$ cat src/rtl/agen_pkg.sv
package agen_pkg;
  localparam int ADDR_W   = 64;
  localparam int DISP_W   = 32;
  localparam int SHORT_W  = 8;
  localparam int SIZE_W   = 3;
  localparam int REGID_W  = 5;
  localparam int SHIFT_W  = 3;

  typedef enum logic [1:0] {
    AM_IP_INDEX  = 2'b00,
    AM_BASE      = 2'b01,
    AM_BASE_IDX  = 2'b10,
    AM_BASE_SIDX = 2'b11
  } amode_e;

  // log2 of operand bytes; codes above 4 saturate at 16 bytes
  function automatic logic [SHIFT_W-1:0] size_shift(input logic [SIZE_W-1:0] code);
    if (code >= SIZE_W'(4)) return SHIFT_W'(4);
    else                    return SHIFT_W'(code);
  endfunction
endpackage

$ cat src/rtl/agen_offset.sv
module agen_offset
  import agen_pkg::*;
#(
  parameter int AW = ADDR_W,
  parameter int DW = DISP_W,
  parameter int SW = SHORT_W,
  parameter int HW = SHIFT_W
) (
  input  logic [DW-1:0] disp,
  input  logic          use_wide,
  input  logic [HW-1:0] shamt,
  output logic [AW-1:0] offset
);
  localparam int WIDE_PAD  = AW - DW;
  localparam int SHORT_PAD = AW - SW;

  logic [AW-1:0] ext_wide;
  logic [AW-1:0] ext_short;

  always_comb begin
    ext_wide  = {{WIDE_PAD{disp[DW-1]}}, disp};
    ext_short = {{SHORT_PAD{disp[SW-1]}}, disp[SW-1:0]};
    offset    = (use_wide ? ext_wide : ext_short) << shamt;
  end
endmodule

$ cat src/rtl/agen_index.sv
module agen_index
  import agen_pkg::*;
#(
  parameter int AW = ADDR_W,
  parameter int RW = REGID_W,
  parameter int HW = SHIFT_W,
  parameter logic [RW-1:0] NONE_ID = '1
) (
  input  logic [AW-1:0] index,
  input  logic [RW-1:0] index_id,
  input  logic [1:0]    mode,
  input  logic [HW-1:0] size_sh,
  output logic [AW-1:0] term
);
  always_comb begin
    unique case (amode_e'(mode))
      AM_IP_INDEX:  term = (index_id == NONE_ID) ? '0 : index;
      AM_BASE:      term = '0;
      AM_BASE_IDX:  term = index;
      AM_BASE_SIDX: term = index << size_sh;
      default:      term = '0;
    endcase
  end
endmodule

$ cat src/rtl/scaled_agen.sv
module scaled_agen
  import agen_pkg::*;
#(
  parameter int AW = ADDR_W,
  parameter int DW = DISP_W,
  parameter int SW = SHORT_W,
  parameter int ZW = SIZE_W,
  parameter int RW = REGID_W,
  parameter int BRANCH_SH = 2
) (
  input  logic          clk,
  input  logic          rst,
  input  logic          in_valid,
  input  logic [AW-1:0] ip,
  input  logic [AW-1:0] base,
  input  logic [AW-1:0] index,
  input  logic [RW-1:0] index_id,
  input  logic [DW-1:0] disp,
  input  logic          disp_wide,
  input  logic [1:0]    mode,
  input  logic [ZW-1:0] size_code,
  input  logic          branch,
  output logic          out_valid,
  output logic [AW-1:0] addr
);
  localparam int HW = SHIFT_W;

  logic [HW-1:0] size_sh;
  logic [HW-1:0] off_sh;
  logic          off_wide;
  logic          ip_rel;
  logic [AW-1:0] offset;
  logic [AW-1:0] idx_term;
  logic [AW-1:0] anchor;
  logic [AW-1:0] sum;

  always_comb begin
    size_sh  = size_shift(size_code);
    ip_rel   = (amode_e'(mode) == AM_IP_INDEX);
    if (branch) begin
      off_wide = disp_wide;
      off_sh   = HW'(BRANCH_SH);
    end else if (ip_rel) begin
      off_wide = 1'b1;
      off_sh   = '0;
    end else begin
      off_wide = disp_wide;
      off_sh   = disp_wide ? '0 : size_sh;
    end
    anchor = (branch || ip_rel) ? ip : base;
  end

  agen_offset #(.AW(AW), .DW(DW), .SW(SW), .HW(HW)) u_offset (
    .disp     (disp),
    .use_wide (off_wide),
    .shamt    (off_sh),
    .offset   (offset)
  );

  logic [AW-1:0] idx_raw;

  agen_index #(.AW(AW), .RW(RW), .HW(HW)) u_index (
    .index    (index),
    .index_id (index_id),
    .mode     (mode),
    .size_sh  (size_sh),
    .term     (idx_raw)
  );

  always_comb begin
    idx_term = branch ? '0 : idx_raw;
    sum      = anchor + idx_term + offset;
  end

  always_ff @(posedge clk) begin
    if (rst) begin
      out_valid <= 1'b0;
      addr      <= '0;
    end else begin
      out_valid <= in_valid;
      if (in_valid) addr <= sum;
    end
  end
endmodule

$ cat config.mk
export PLATFORM = sky130hd
export DESIGN_NAME = scaled_agen
export DESIGN_NICKNAME = d
export VERILOG_FILES = /design/src/rtl/agen_pkg.sv /design/src/rtl/agen_offset.sv /design/src/rtl/agen_index.sv /design/src/rtl/scaled_agen.sv
export SDC_FILE = /design/constraint.sdc
export NUM_CORES = 1
export LEC_CHECK = 0
export ABC_AREA = 1
export BUFFER_PORTS_ARGS = -buffer_cell sky130_fd_sc_hd__buf_2
export CORE_UTILIZATION = 62
export CTS_CLUSTER_SIZE = 20
export DETAILED_ROUTE_END_ITERATION = 7
export PLACE_DENSITY = 0.95
export SETUP_SLACK_MARGIN = 0.4
export SLEW_MARGIN = 5
export SYNTH_ARGS = -nofsm -noshare
export SYNTH_HDL_FRONTEND = slang
export SYNTH_SLANG_ARGS = --single-unit
$ cat constraint.sdc
create_clock -name clk -period 10.7 [get_ports clk]
set_input_delay 1.605 -clock clk [delete_from_list [all_inputs] [get_ports clk]]
set_output_delay 1.605 -clock clk [all_outputs]
set_load 0.005 [all_outputs]
==> results.yml <==
outcome:
  status: "finished with violations"
  violations: "design-rule violations"
synth:
  synth_nets: 2906
  synth_area_um2: 13820
  synthCells: 2541
  yosysUniqueCellTypes: 54
  ys_warn_count: 0
  syn_area_per_cell_um2: 5.441
  synth_top_flop_cell: "dfxtp_1"
  synth-edff-count: 0
  ys_ff_latch: 65
  async_reset_ff_share_pct: 0
  ys_seq_area_share_pct: 9.413
die:
  core-area_um2: 21820
  fp.dieW_um: 151.3
  start_util_pct: 63.35
  die_h_um: 151.3
  row_count: 54
  ios: 304
  dieArea_um2: 22900
sta:
  hold_viol: 0
  fin_setup_tns_ps: 0
  finalClockSkew_ps: 0
  period_share_pct: 63.88
  period_needed_ps: 6835
  max_slew_margin_pct: 34.11
  rsz0062_at_grt: "no"
  setup_viol: 0
  fmax_mhz: 146.3
  maxSlewViolCount: 0
  tightest_slew_ps: 988.3
clock_network:
  cts_buffers: 9
  htreeDepth: 3
  cts_root_buf: "clkbuf_16"
  post_cts_resized: 0
  cts_setup_buffers: 0
  clock_latency_ps: 340
  cts_tree: "done"
  clkSlewWorstSetupHoldPaths_ps: 60
  cts_max_path_buffers: 2
  holdBufCountCts: 0
  numClockSinks: 65
place:
  place_congestion: 1.048
  dp_hpwl_um: 43140
  place.port_buffers: 303
power_and_ir_drop:
  p_leak_nw: 9.804
  power.density_nw_per_um2: 139.7
  irDropWorstVdd_uv: 91.93
critical_path:
  crit_type: "in -> reg"
  crit_start: "size_code[2]"
  endpoint: "addr[58]$_SDFFE_PP0P_"
  start_kind: "input pin"
  worstPathArrival_ps: 7070
  r2r-start: "addr[17]$_SDFFE_PP0P_"
  cp.required_ps: 10940
  critPathMaxFanout: 41
  ff2ff_setup_slack_ps: 9940
  end_kind: "register"
  r2r_cells: 4
  regToRegEndpoint: "addr[17]$_SDFFE_PP0P_"
routing:
  wl_per_cell_um: 16.94
  dr.pass1.iters: 8
  via_per_inst: 5.589
  drt_iter0_markers: 1927
  vias: 17160
  ant_nets: 0
  totalWireLength_um: 52000
  drc: 1
global_route:
  grt_usage_pct: 45.07
  antenna_found_initial: 0
  grt_pass1_wl_um: 78870
  grt_pass1_vias: 15230
  grt_max_degree: 106
  gr-total-overflow: 0
cells_and_area:
  nNetsFinal: 3150
  layout_common_cells: "847 x nand2_1, 544 x inv_1, 303 x buf_2"
  area_growth_pct: 13.30
  n_fill_cell: 2034
  final_common_cell: "nand2_1"
  drive_above_1_share_pct: 12.62
  n_antenna_cell: 0
  final_core_util_pct: 71.77
flow_run:
  maxCapViolCount: 0
min_path:
  hp-class: "reg -> reg"
==> stage by stage <==
stage	hold WS, ps	area [um2]	power [W]	setup slack [ps]	std cells
finish	494.6	15660	0.002187	3865	3070
global route	515.9	15660	0.002366	3446	3070
CTS	494.5	15660	0.002125	4112	3070
detailed placement	478.7	15360	0.001817	3763	3054
global placement	458.1	15360	0.001782	3882	3054
floorplan	472.3	13820	0.001353	5858	2541
==> layer usage <==
layer | global-route usage, % | routed length, um | up-vias
met5 | 0 | 0 | -
li1 | - | - | 8307
met1 | 59.20 | 20650 | 7554
met4 | 21.20 | 2501 | 0
met3 | 9.970 | 6716 | 181
met2 | 69.70 | 22130 | 1117
==> cells in the mapped netlist, types with 11 or more instances <==
cell	instances	area share [%]
a21oi_1	80	2.9
nor3_1	24	0.87
clkbuf_1	42	1.1
dfxtp_1	65	9.4
ha_1	62	5.6
inv_1	544	15
xor2_1	18	1.1
mux2i_1	60	4.3
o21ai_0	160	5.8
o211ai_1	11	0.60
buf_2	21	0.76
o21ai_1	39	1.4
nand3_1	99	3.6
nor2_1	250	6.8
a22oi_1	31	1.7
nand2_1	848	23
fa_1	64	9.3
nand4_1	14	0.63
==> worst max-delay path: stages <==
cell and delay [ps]:
buf_2 300, inv_4 220, nand2_4 420, inv_2 380, a21oi_4 770, inv_2 380, o21ai_0 490, mux2i_1 190
fa_1 500, ha_1 380, nand2_1 110, nor2_1 200, nand3_1 110, nand3b_1 190, nand2_1 120, nand2_1 180
nand2_1 120, nand3_1 100, nand3_1 100, nand2_1 90, inv_1 40
==> layout make-up <==
| cell class | instances | area (um2) | share of cell area, % |
|---|---|---|---|
| inverter | 551 | 2071 | 13.22 |
| clock buffer | 11 | 242.7 | 1.550 |
| clock inverter | 5 | 55.05 | 0.3515 |
| timing repair buffer | 311 | 1577 | 10.07 |
| tap | 280 | 350.3 | 2.237 |
| sequential | 65 | 1301 | 8.308 |
| multi-input combinational | 1847 | 10070 | 64.27 |
==> worst min-delay path by stage <==
stage | start | end | slack, ps | depth (start not counted)
floorplan | addr[20]$_SDFFE_PP0P_ | addr[20]$_SDFFE_PP0P_ | 470 | 2
global placement | addr[26]$_SDFFE_PP0P_ | addr[26]$_SDFFE_PP0P_ | 460 | 2
detailed placement | addr[0]$_SDFFE_PP0P_ | addr[0]$_SDFFE_PP0P_ | 480 | 2
CTS | addr[11]$_SDFFE_PP0P_ | addr[11]$_SDFFE_PP0P_ | 490 | 2
global route | addr[10]$_SDFFE_PP0P_ | addr[10]$_SDFFE_PP0P_ | 520 | 2
finish | addr[0]$_SDFFE_PP0P_ | addr[0]$_SDFFE_PP0P_ | 490 | 2
==> where the power goes <==
group          internal, W  total [W]  switching [W]
Combinational     0.000521    0.00156        0.00104
Clock             0.000186   0.000305       0.000119
Sequential        0.000290   0.000318      0.0000276
==> sequential cells by signal (all words and copies together), names as in the netlist <==
signal	cells
addr	64
out_valid	1
==> cells by family after synthesis <==
family | after synthesis | share of synthesized area, %
compound gates | 374 | 15.67
xor+xnor | 27 | 1.711
fa+ha+maj | 126 | 14.88
buf+inv | 629 | 17.83
flops | 65 | 9.413
mux | 60 | 4.344
simple gates | 1260 | 36.16
No activity file was read; power rests on OpenSTA's default activity.
